**src/rtl/bbr_pkg.sv**
```systemverilog
package bbr_pkg;

    // Operating mode of one storage path for the current cycle
    typedef enum logic [1:0] {
        MODE_HOLD    = 2'd0,
        MODE_PASS    = 2'd1,
        MODE_CAPTURE = 2'd2
    } lane_mode_e;

    // Polarity of a path's output enable
    typedef enum logic {
        OE_ACT_HIGH = 1'b0,
        OE_ACT_LOW  = 1'b1
    } oe_pol_e;

endpackage

```
**src/rtl/bbr_edge_sense.sv**
```systemverilog
module bbr_edge_sense (
    input  logic clk,
    input  logic rst_n,
    input  logic level,
    output logic rise
);

    typedef struct packed {
        logic prev;
    } edge_st_t;

    edge_st_t st_d, st_q;

    always_comb begin
        st_d      = st_q;
        st_d.prev = level;
    end

    always_ff @(posedge clk or negedge rst_n) begin
        if (!rst_n) begin
            st_q <= '0;
        end else begin
            st_q <= st_d;
        end
    end

    // A rise is a high sample after a low one
    assign rise = level & ~st_q.prev;

endmodule

```
**src/rtl/bbr_mode_decode.sv**
```systemverilog
module bbr_mode_decode
    import bbr_pkg::*;
(
    input  logic       le,
    input  logic       rise,
    output lane_mode_e mode
);

    // Transparency outranks the strobe
    always_comb begin
        if (le) begin
            mode = MODE_PASS;
        end else if (rise) begin
            mode = MODE_CAPTURE;
        end else begin
            mode = MODE_HOLD;
        end
    end

endmodule

```
**src/rtl/bbr_lane.sv**
```systemverilog
module bbr_lane
    import bbr_pkg::*;
#(
    parameter int      WIDTH  = 18,
    parameter oe_pol_e OE_POL = OE_ACT_HIGH
) (
    input  logic             clk,
    input  logic             rst_n,
    input  logic [WIDTH-1:0] din,
    input  logic             le,
    input  logic             strobe,
    input  logic             oe,
    output logic [WIDTH-1:0] dout,
    output logic             drive
);

    typedef struct packed {
        logic [WIDTH-1:0] data;
    } lane_st_t;

    lane_st_t   st_d, st_q;
    logic       strobe_rise;
    lane_mode_e mode;

    bbr_edge_sense u_edge (
        .clk   (clk),
        .rst_n (rst_n),
        .level (strobe),
        .rise  (strobe_rise)
    );

    bbr_mode_decode u_dec (
        .le   (le),
        .rise (strobe_rise),
        .mode (mode)
    );

    // Storage keeps tracking the input while transparent, so a drop of
    // latch-enable leaves the last seen word behind
    always_comb begin
        st_d = st_q;
        case (mode)
            MODE_PASS,
            MODE_CAPTURE: st_d.data = din;
            default:      st_d.data = st_q.data;
        endcase
    end

    always_ff @(posedge clk or negedge rst_n) begin
        if (!rst_n) begin
            st_q <= '0;
        end else begin
            st_q <= st_d;
        end
    end

    assign dout = (mode == MODE_PASS) ? din : st_q.data;

    generate
        if (OE_POL == OE_ACT_HIGH) begin : g_oe_high
            assign drive = oe;
        end else begin : g_oe_low
            assign drive = ~oe;
        end
    endgenerate

endmodule

```
**src/rtl/bbr_bus_register.sv**
```systemverilog
module bbr_bus_register
    import bbr_pkg::*;
#(
    parameter int WIDTH = 18
) (
    input  logic             clk,
    input  logic             rst_n,
    input  logic [WIDTH-1:0] a_in,
    input  logic             le_ab,
    input  logic             clk_ab,
    input  logic             oe_ab,
    output logic [WIDTH-1:0] b_out,
    output logic             b_drive,
    input  logic [WIDTH-1:0] b_in,
    input  logic             le_ba,
    input  logic             clk_ba,
    input  logic             oe_ba_n,
    output logic [WIDTH-1:0] a_out,
    output logic             a_drive
);

    localparam int NLANE   = 2;
    localparam int LANE_AB = 0;
    localparam int LANE_BA = 1;

    logic [NLANE-1:0][WIDTH-1:0] ln_din;
    logic [NLANE-1:0][WIDTH-1:0] ln_dout;
    logic [NLANE-1:0]            ln_le;
    logic [NLANE-1:0]            ln_strobe;
    logic [NLANE-1:0]            ln_oe;
    logic [NLANE-1:0]            ln_drive;

    assign ln_din[LANE_AB]    = a_in;
    assign ln_le[LANE_AB]     = le_ab;
    assign ln_strobe[LANE_AB] = clk_ab;
    assign ln_oe[LANE_AB]     = oe_ab;

    assign ln_din[LANE_BA]    = b_in;
    assign ln_le[LANE_BA]     = le_ba;
    assign ln_strobe[LANE_BA] = clk_ba;
    assign ln_oe[LANE_BA]     = oe_ba_n;

    generate
        for (genvar g = 0; g < NLANE; g++) begin : g_lane
            localparam oe_pol_e POL = (g == LANE_AB) ? OE_ACT_HIGH : OE_ACT_LOW;
            bbr_lane #(
                .WIDTH  (WIDTH),
                .OE_POL (POL)
            ) u_lane (
                .clk    (clk),
                .rst_n  (rst_n),
                .din    (ln_din[g]),
                .le     (ln_le[g]),
                .strobe (ln_strobe[g]),
                .oe     (ln_oe[g]),
                .dout   (ln_dout[g]),
                .drive  (ln_drive[g])
            );
        end
    endgenerate

    assign b_out   = ln_dout[LANE_AB];
    assign b_drive = ln_drive[LANE_AB];
    assign a_out   = ln_dout[LANE_BA];
    assign a_drive = ln_drive[LANE_BA];

endmodule

```
**config.mk**
```make
export PLATFORM = sky130hd
export DESIGN_NAME = bbr_bus_register
export DESIGN_NICKNAME = d
export VERILOG_FILES = /design/src/rtl/bbr_pkg.sv /design/src/rtl/bbr_edge_sense.sv /design/src/rtl/bbr_mode_decode.sv /design/src/rtl/bbr_lane.sv /design/src/rtl/bbr_bus_register.sv
export SDC_FILE = /design/constraint.sdc
export NUM_CORES = 1
export LEC_CHECK = 0
export ABC_AREA = 1
export BUFFER_PORTS_ARGS = -buffer_cell sky130_fd_sc_hd__buf_4
export CORE_UTILIZATION = 47
export DETAILED_ROUTE_END_ITERATION = 16
export HOLD_SLACK_MARGIN = 0.12
export PLACE_DENSITY_LB_ADDON = 0.08
export SETUP_SLACK_MARGIN = 0.02
export SLEW_MARGIN = 20
export SYNTH_ARGS = -nofsm -noshare
export SYNTH_HDL_FRONTEND = slang
export SYNTH_HIERARCHICAL = 1
export SYNTH_SLANG_ARGS = --single-unit
```
**constraint.sdc**
```tcl
create_clock -name clk -period 2.3 [get_ports clk]
set_input_delay 0.23 -clock clk [delete_from_list [all_inputs] [get_ports clk]]
set_output_delay 0.23 -clock clk [all_outputs]
set_load 0.01 [all_outputs]
```
== Yosys cells after proc, flatten, opt, wreduce, memory -nomap -nowiden ==
Cells that the tools add are included.

* Bits in latches: 0
* Input bits: 44
* Bits in registers: 38
* Memory bits (writable): 0
* Memory bits (read-only): 0
* Output and inout bits: 38
* Word-level logic and storage cells: 21
* Memories: 0

* Bitwise gates (word level): 5
* Mux-type cells: 6
* Shift-type cells: 0
* Div/mod/pow operators: 0
* Multipliers: 0
* Add/subtract/negate cells: 0
* Reduce and logical (&&, ||, !) cells: 2
* Equal/unequal tests: 4
* Order comparisons: 0

{| class="wikitable"
|+ Operators by type and width
! cell !! number
|-
| $mux 18 || 2
|-
| $mux 2 || 4
|-
| $eq 2x1->1 const B || 2
|-
| $eq 2x2->1 const B || 2
|-
| $reduce_or 2->1 || 2
|-
| $not 1->1 || 3
|-
| $and 1x1->1 || 2
|}

== Logic depth before layout (Yosys ltp) ==
* Depth in word-level cells: 6
* Depth in mapped cells: 11
* Mapped depth without buffers: 9

== By module ==
The synthesis kept the hierarchy.

{| class="wikitable"
|+ By module, submodules not included
! module !! times used !! area each (µm²) !! seq. area each (µm²) !! cells each
|-
| bbr_lane at g_lane[1].u_lane || 1 || 1002.2 || 450.4 || 137
|-
| bbr_lane at g_lane[0].u_lane || 1 || 983.4 || 450.4 || 137
|-
| bbr_edge_sense || 2 || 35.0 || 25.0 || 3
|-
| bbr_mode_decode || 2 || 17.5 || 0.0 || 3
|}

== Least setup slack after synthesis ==
OpenSTA, ideal clock, no wires.

* Path type: register to output
* From: register g_lane[1].u_lane.u_edge.st_q
* To: output a_out[10]
* Arrival: 1.214 ns
* Buffers on the path: 2
* Slack: 0.856 ns
* Cell stages (with the launch flop): 11
* Data required time: 2.070 ns
* Cells stage by stage: dfrtp_1 nor2_2 inv_1 nor2_2 inv_1 ha_1 buf_6 inv_8 buf_12 nand2_2 nand2_1

* Cells in the longest elaborated chain, start to end: 6

{| class="wikitable"
|+ Ends and longest elaborated chain
! element !! RTL line !! text
|-
| start: declaration || bbr_edge_sense.sv:12 || <nowiki>edge_st_t st_d, st_q;</nowiki>
|-
| start signal: assignment || bbr_edge_sense.sv:23 || <nowiki>st_q <= st_d;</nowiki>
|-
| $not 1->1 || bbr_edge_sense.sv:28 || <nowiki>assign rise = level & ~st_q.prev;</nowiki>
|-
| $and 1x1->1 || bbr_edge_sense.sv:28 ||
|-
| via g_lane[1].u_lane.strobe_rise || bbr_lane.sv:22 || <nowiki>logic strobe_rise;</nowiki>
|-
| $mux 2 || bbr_mode_decode.sv:13 || <nowiki>end else if (rise) begin</nowiki>
|-
| $mux 2 || bbr_mode_decode.sv:11 || <nowiki>if (le) begin</nowiki>
|-
| via g_lane[1].u_lane.mode[1] || bbr_lane.sv:23 || <nowiki>lane_mode_e mode;</nowiki>
|-
| $eq 2x1->1 || bbr_lane.sv:57 || <nowiki>assign dout = (mode == MODE_PASS) ? din : st_q.data;</nowiki>
|-
| $mux 18 || bbr_lane.sv:57 ||
|-
| end: declaration || bbr_bus_register.sv:18 || <nowiki>output logic [WIDTH-1:0] a_out,</nowiki>
|}

The timed path passes the listed nets, and every way through them passes these cells.

== Worst setup path in the final report ==
* From: register g_lane[1].u_lane.u_edge.st_q
* To: output a_out[6]

Same word-level chain as after synthesis.

==> run summary <==
Status -> completed
Post-layout min period -> 1901 ps
CP Max Fanout -> 19
Max IR drop VDD -> 0.3137 mV
Gr ovfl total -> 0
Die Y -> 68.70 um
WL met1 -> 2141 um
Final setup skew -> 2.268 ps
CTS Buf Count -> 5
Drt drc -> 0
Post-CTS setup buffers -> 0
Final setup fails -> 0
Most common cell after layout, fill and taps aside -> nand2_1
Clock latency on the worst-skew pair -> 280 ps
Die width -> 68.70 um
Synth Area in Simple Gates -> 41.77%
Mapped Nets -> 332
Slowest Stage Delay on Critical Path -> 450 ps
Relative slew margins -> 67.26%
Cell Chain, Critical Path -> nor2_2, inv_1, nor2_2, inv_1, ha_2, inv_8, nand2_2, nand2_1, buf_4
Final WL -> 4431 um
Fmax -> 0.5259 GHz
Top post-synthesis cells by area -> dfrtp_1 (45%), nand2_1 (36%), nand2_2 (4.5%), buf_6 (4.3%), clkbuf_8 (1.3%)
HP Class -> in2reg
Via count -> 1876
Final hold viol count -> 0
Main combinational cell family by area after synthesis -> simple AND/OR/NAND/NOR gates
Initial antenna violation count -> 0
CTS max path bufs -> 2
Max layer used -> met4
Root Driver -> clkbuf_8
P_leak -> 1.616 nW
Die Area -> 4719 um2
Xor/xnor cell area share of the yosys netlist -> 0%
Most frequent cells in the layout -> nand2_1 (201), buf_4 (82), dfrtp_1 (38), nand2_2 (15), inv_1 (7)
ANT cells -> 0
WP data arrival -> 1670 ps
TNS Setup -> 0 ps
Slew Limit Fails -> 0
Tightest Pin Transition -> 491.1 ps
CP startpoint kind -> flip-flop
Worst-path clk slew -> 70 ps
Adder-Cell Fraction of Synth Area -> 1.197%
Flops & latches, synth -> 38
Synth Area in Compound Gates -> 0%
Seq/Total Area, Yosys -> 45.48%
Antenna violation net count after detailed routing -> 0
Area share of the largest cell type after synthesis -> 45.48%
CP Capture Type -> output pin
Synthesized area -> 2091 um2
Met3 WL -> 286 um
Hpwl dp -> 3130 um
Top Ports -> 82
Share of cells above drive strength 1 -> 31.32%
Mux share of post-synthesis cell area -> 0%
RSZ-0062 raised after global routing -> no
Initial Utilization -> 50.45%
Worst EP required -> 2070 ps
DR pass1 iterations -> 4
Synth area leader -> dfrtp_1
WL met2 -> 1938 um
Global-route wire length before repair -> 7189 um
H-tree Lvls -> 2
Syn Inst Count -> 286
Part of the cycle the worst path needs -> 82.67%
Synthesized area per cell -> 7.310 um2
Slowest CP cell -> ha_2
Starting DRT DRC Count -> 114
Buffers on Ports -> 79
Nets -> 409
Worst R2R Setup Slack -> 790 ps
Vias in the first global route -> 1657
Num Clock Sinks -> 38
Count of different cell masters after synthesis -> 13
Total chip power -> 1.752 mW
Number of max-cap violations -> 0
Vias per cell -> 4.531
Power Density -> 644.2 nW/um2
WS Path Type -> reg2out
Fin Hold WS -> 147.5 ps
Largest net degree at the start of global routing -> 39
FP Rows -> 23
Gpl congestion -> 0.7223
Fill count -> 390
CTS tree -> built
GR Util All Layers -> 20.69%
Core Region -> 4144 um2
P&R area growth vs syn -> 30.10%
Synth Warn # -> 6
WL/cell -> 10.70 um
-- where the power goes --
part / internal [mW] / switching (mW)
Combinational: 0.233 / 0.256
Clock: 0.242 / 0.221
Sequential: 0.753 / 0.0488
-- layer usage --
| metal | track usage, % | vias up |
|---|---|---|
| met5 | 0 | - |
| met4 | 8.929 | 0 |
| met3 | 4.276 | 7 |
| met2 | 32.97 | 59 |
| met1 | 27.19 | 812 |
| li1 | - | 998 |
-- final timing paths --
| path | from | to | cells past startpoint |
|---|---|---|---|
| worst min register to register | g_lane[1].u_lane/st_q[2] | g_lane[1].u_lane/st_q[2] | 2 |
| worst max register to register | g_lane[0].u_lane/u_edge/st_q | g_lane[0].u_lane/st_q[17] | 8 |
| worst min-delay path | b_in[5] | g_lane[1].u_lane/st_q[5] | 3 |
| worst max-delay path | g_lane[1].u_lane/u_edge/st_q | a_out[6] | 9 |
| max in group asynchronous | rst_n | g_lane[0].u_lane/u_edge/st_q | 2 |
| min in group asynchronous | rst_n | g_lane[0].u_lane/st_q[10] | 2 |
-- per-stage QoR --
| step | area [um2] | util (%) | setup slack [ps] | cells |
|---|---|---|---|---|
| floorplan | 2091 | - | 856.3 | 286 |
| global placement | 2594 | 62.59 | 357.9 | 403 |
| detailed placement | 2594 | 62.59 | 338.6 | 403 |
| CTS | 2715 | 65.52 | 84.03 | 414 |
| global route | 2720 | 65.64 | 265.4 | 414 |
| finish | 2720 | 65.64 | 398.5 | 414 |
-- state kept, by name, indices dropped and copies added, names as in the netlist --
| signal | cells |
|---|---|
| g_lane.u_lane/st_q | 36 |
| g_lane.u_lane/u_edge/st_q | 2 |
-- final cells by class --
type	instances	area, um2	share of cell area (%)
clock inverters	1	5.005	0.1840
inverters	11	66.31	2.438
repair buffers	85	645.6	23.74
flip-flops and latches	38	950.9	34.96
well taps	50	62.56	2.300
clock buffers	7	86.33	3.174
multi-input cells	222	903.4	33.21
-- synthesized netlist by cell type (all sizes together) --
| cell type | instances |
|---|---|
| inv | 11 |
| ha | 2 |
| nor2 | 4 |
| dfrtp | 38 |
| nand2 | 216 |
| clkbuf | 2 |
| buf | 13 |
-- what timing repair did --
item / in CTS / in global routing
hold endpoints to repair: 40 / 0
resized for setup: 0 / 2
hold buffers: 3 / 0
setup endpoints to repair: 0 / 23
-- critical path, delay by kind of cell (launching register included) --
family,cells,cell delay [ps]
fa+ha+maj,1,450
buf+inv,4,370
flops,1,340
simple gates,4,210
-- cells by family after synthesis --
| group | count (synthesis) |
|---|---|
| adder cells (fa/ha/maj) | 2 |
| buffers and inverters | 26 |
| flip-flops | 38 |
| AND/OR/NAND/NOR | 220 |
No activity file was read; power rests on OpenSTA's default activity.
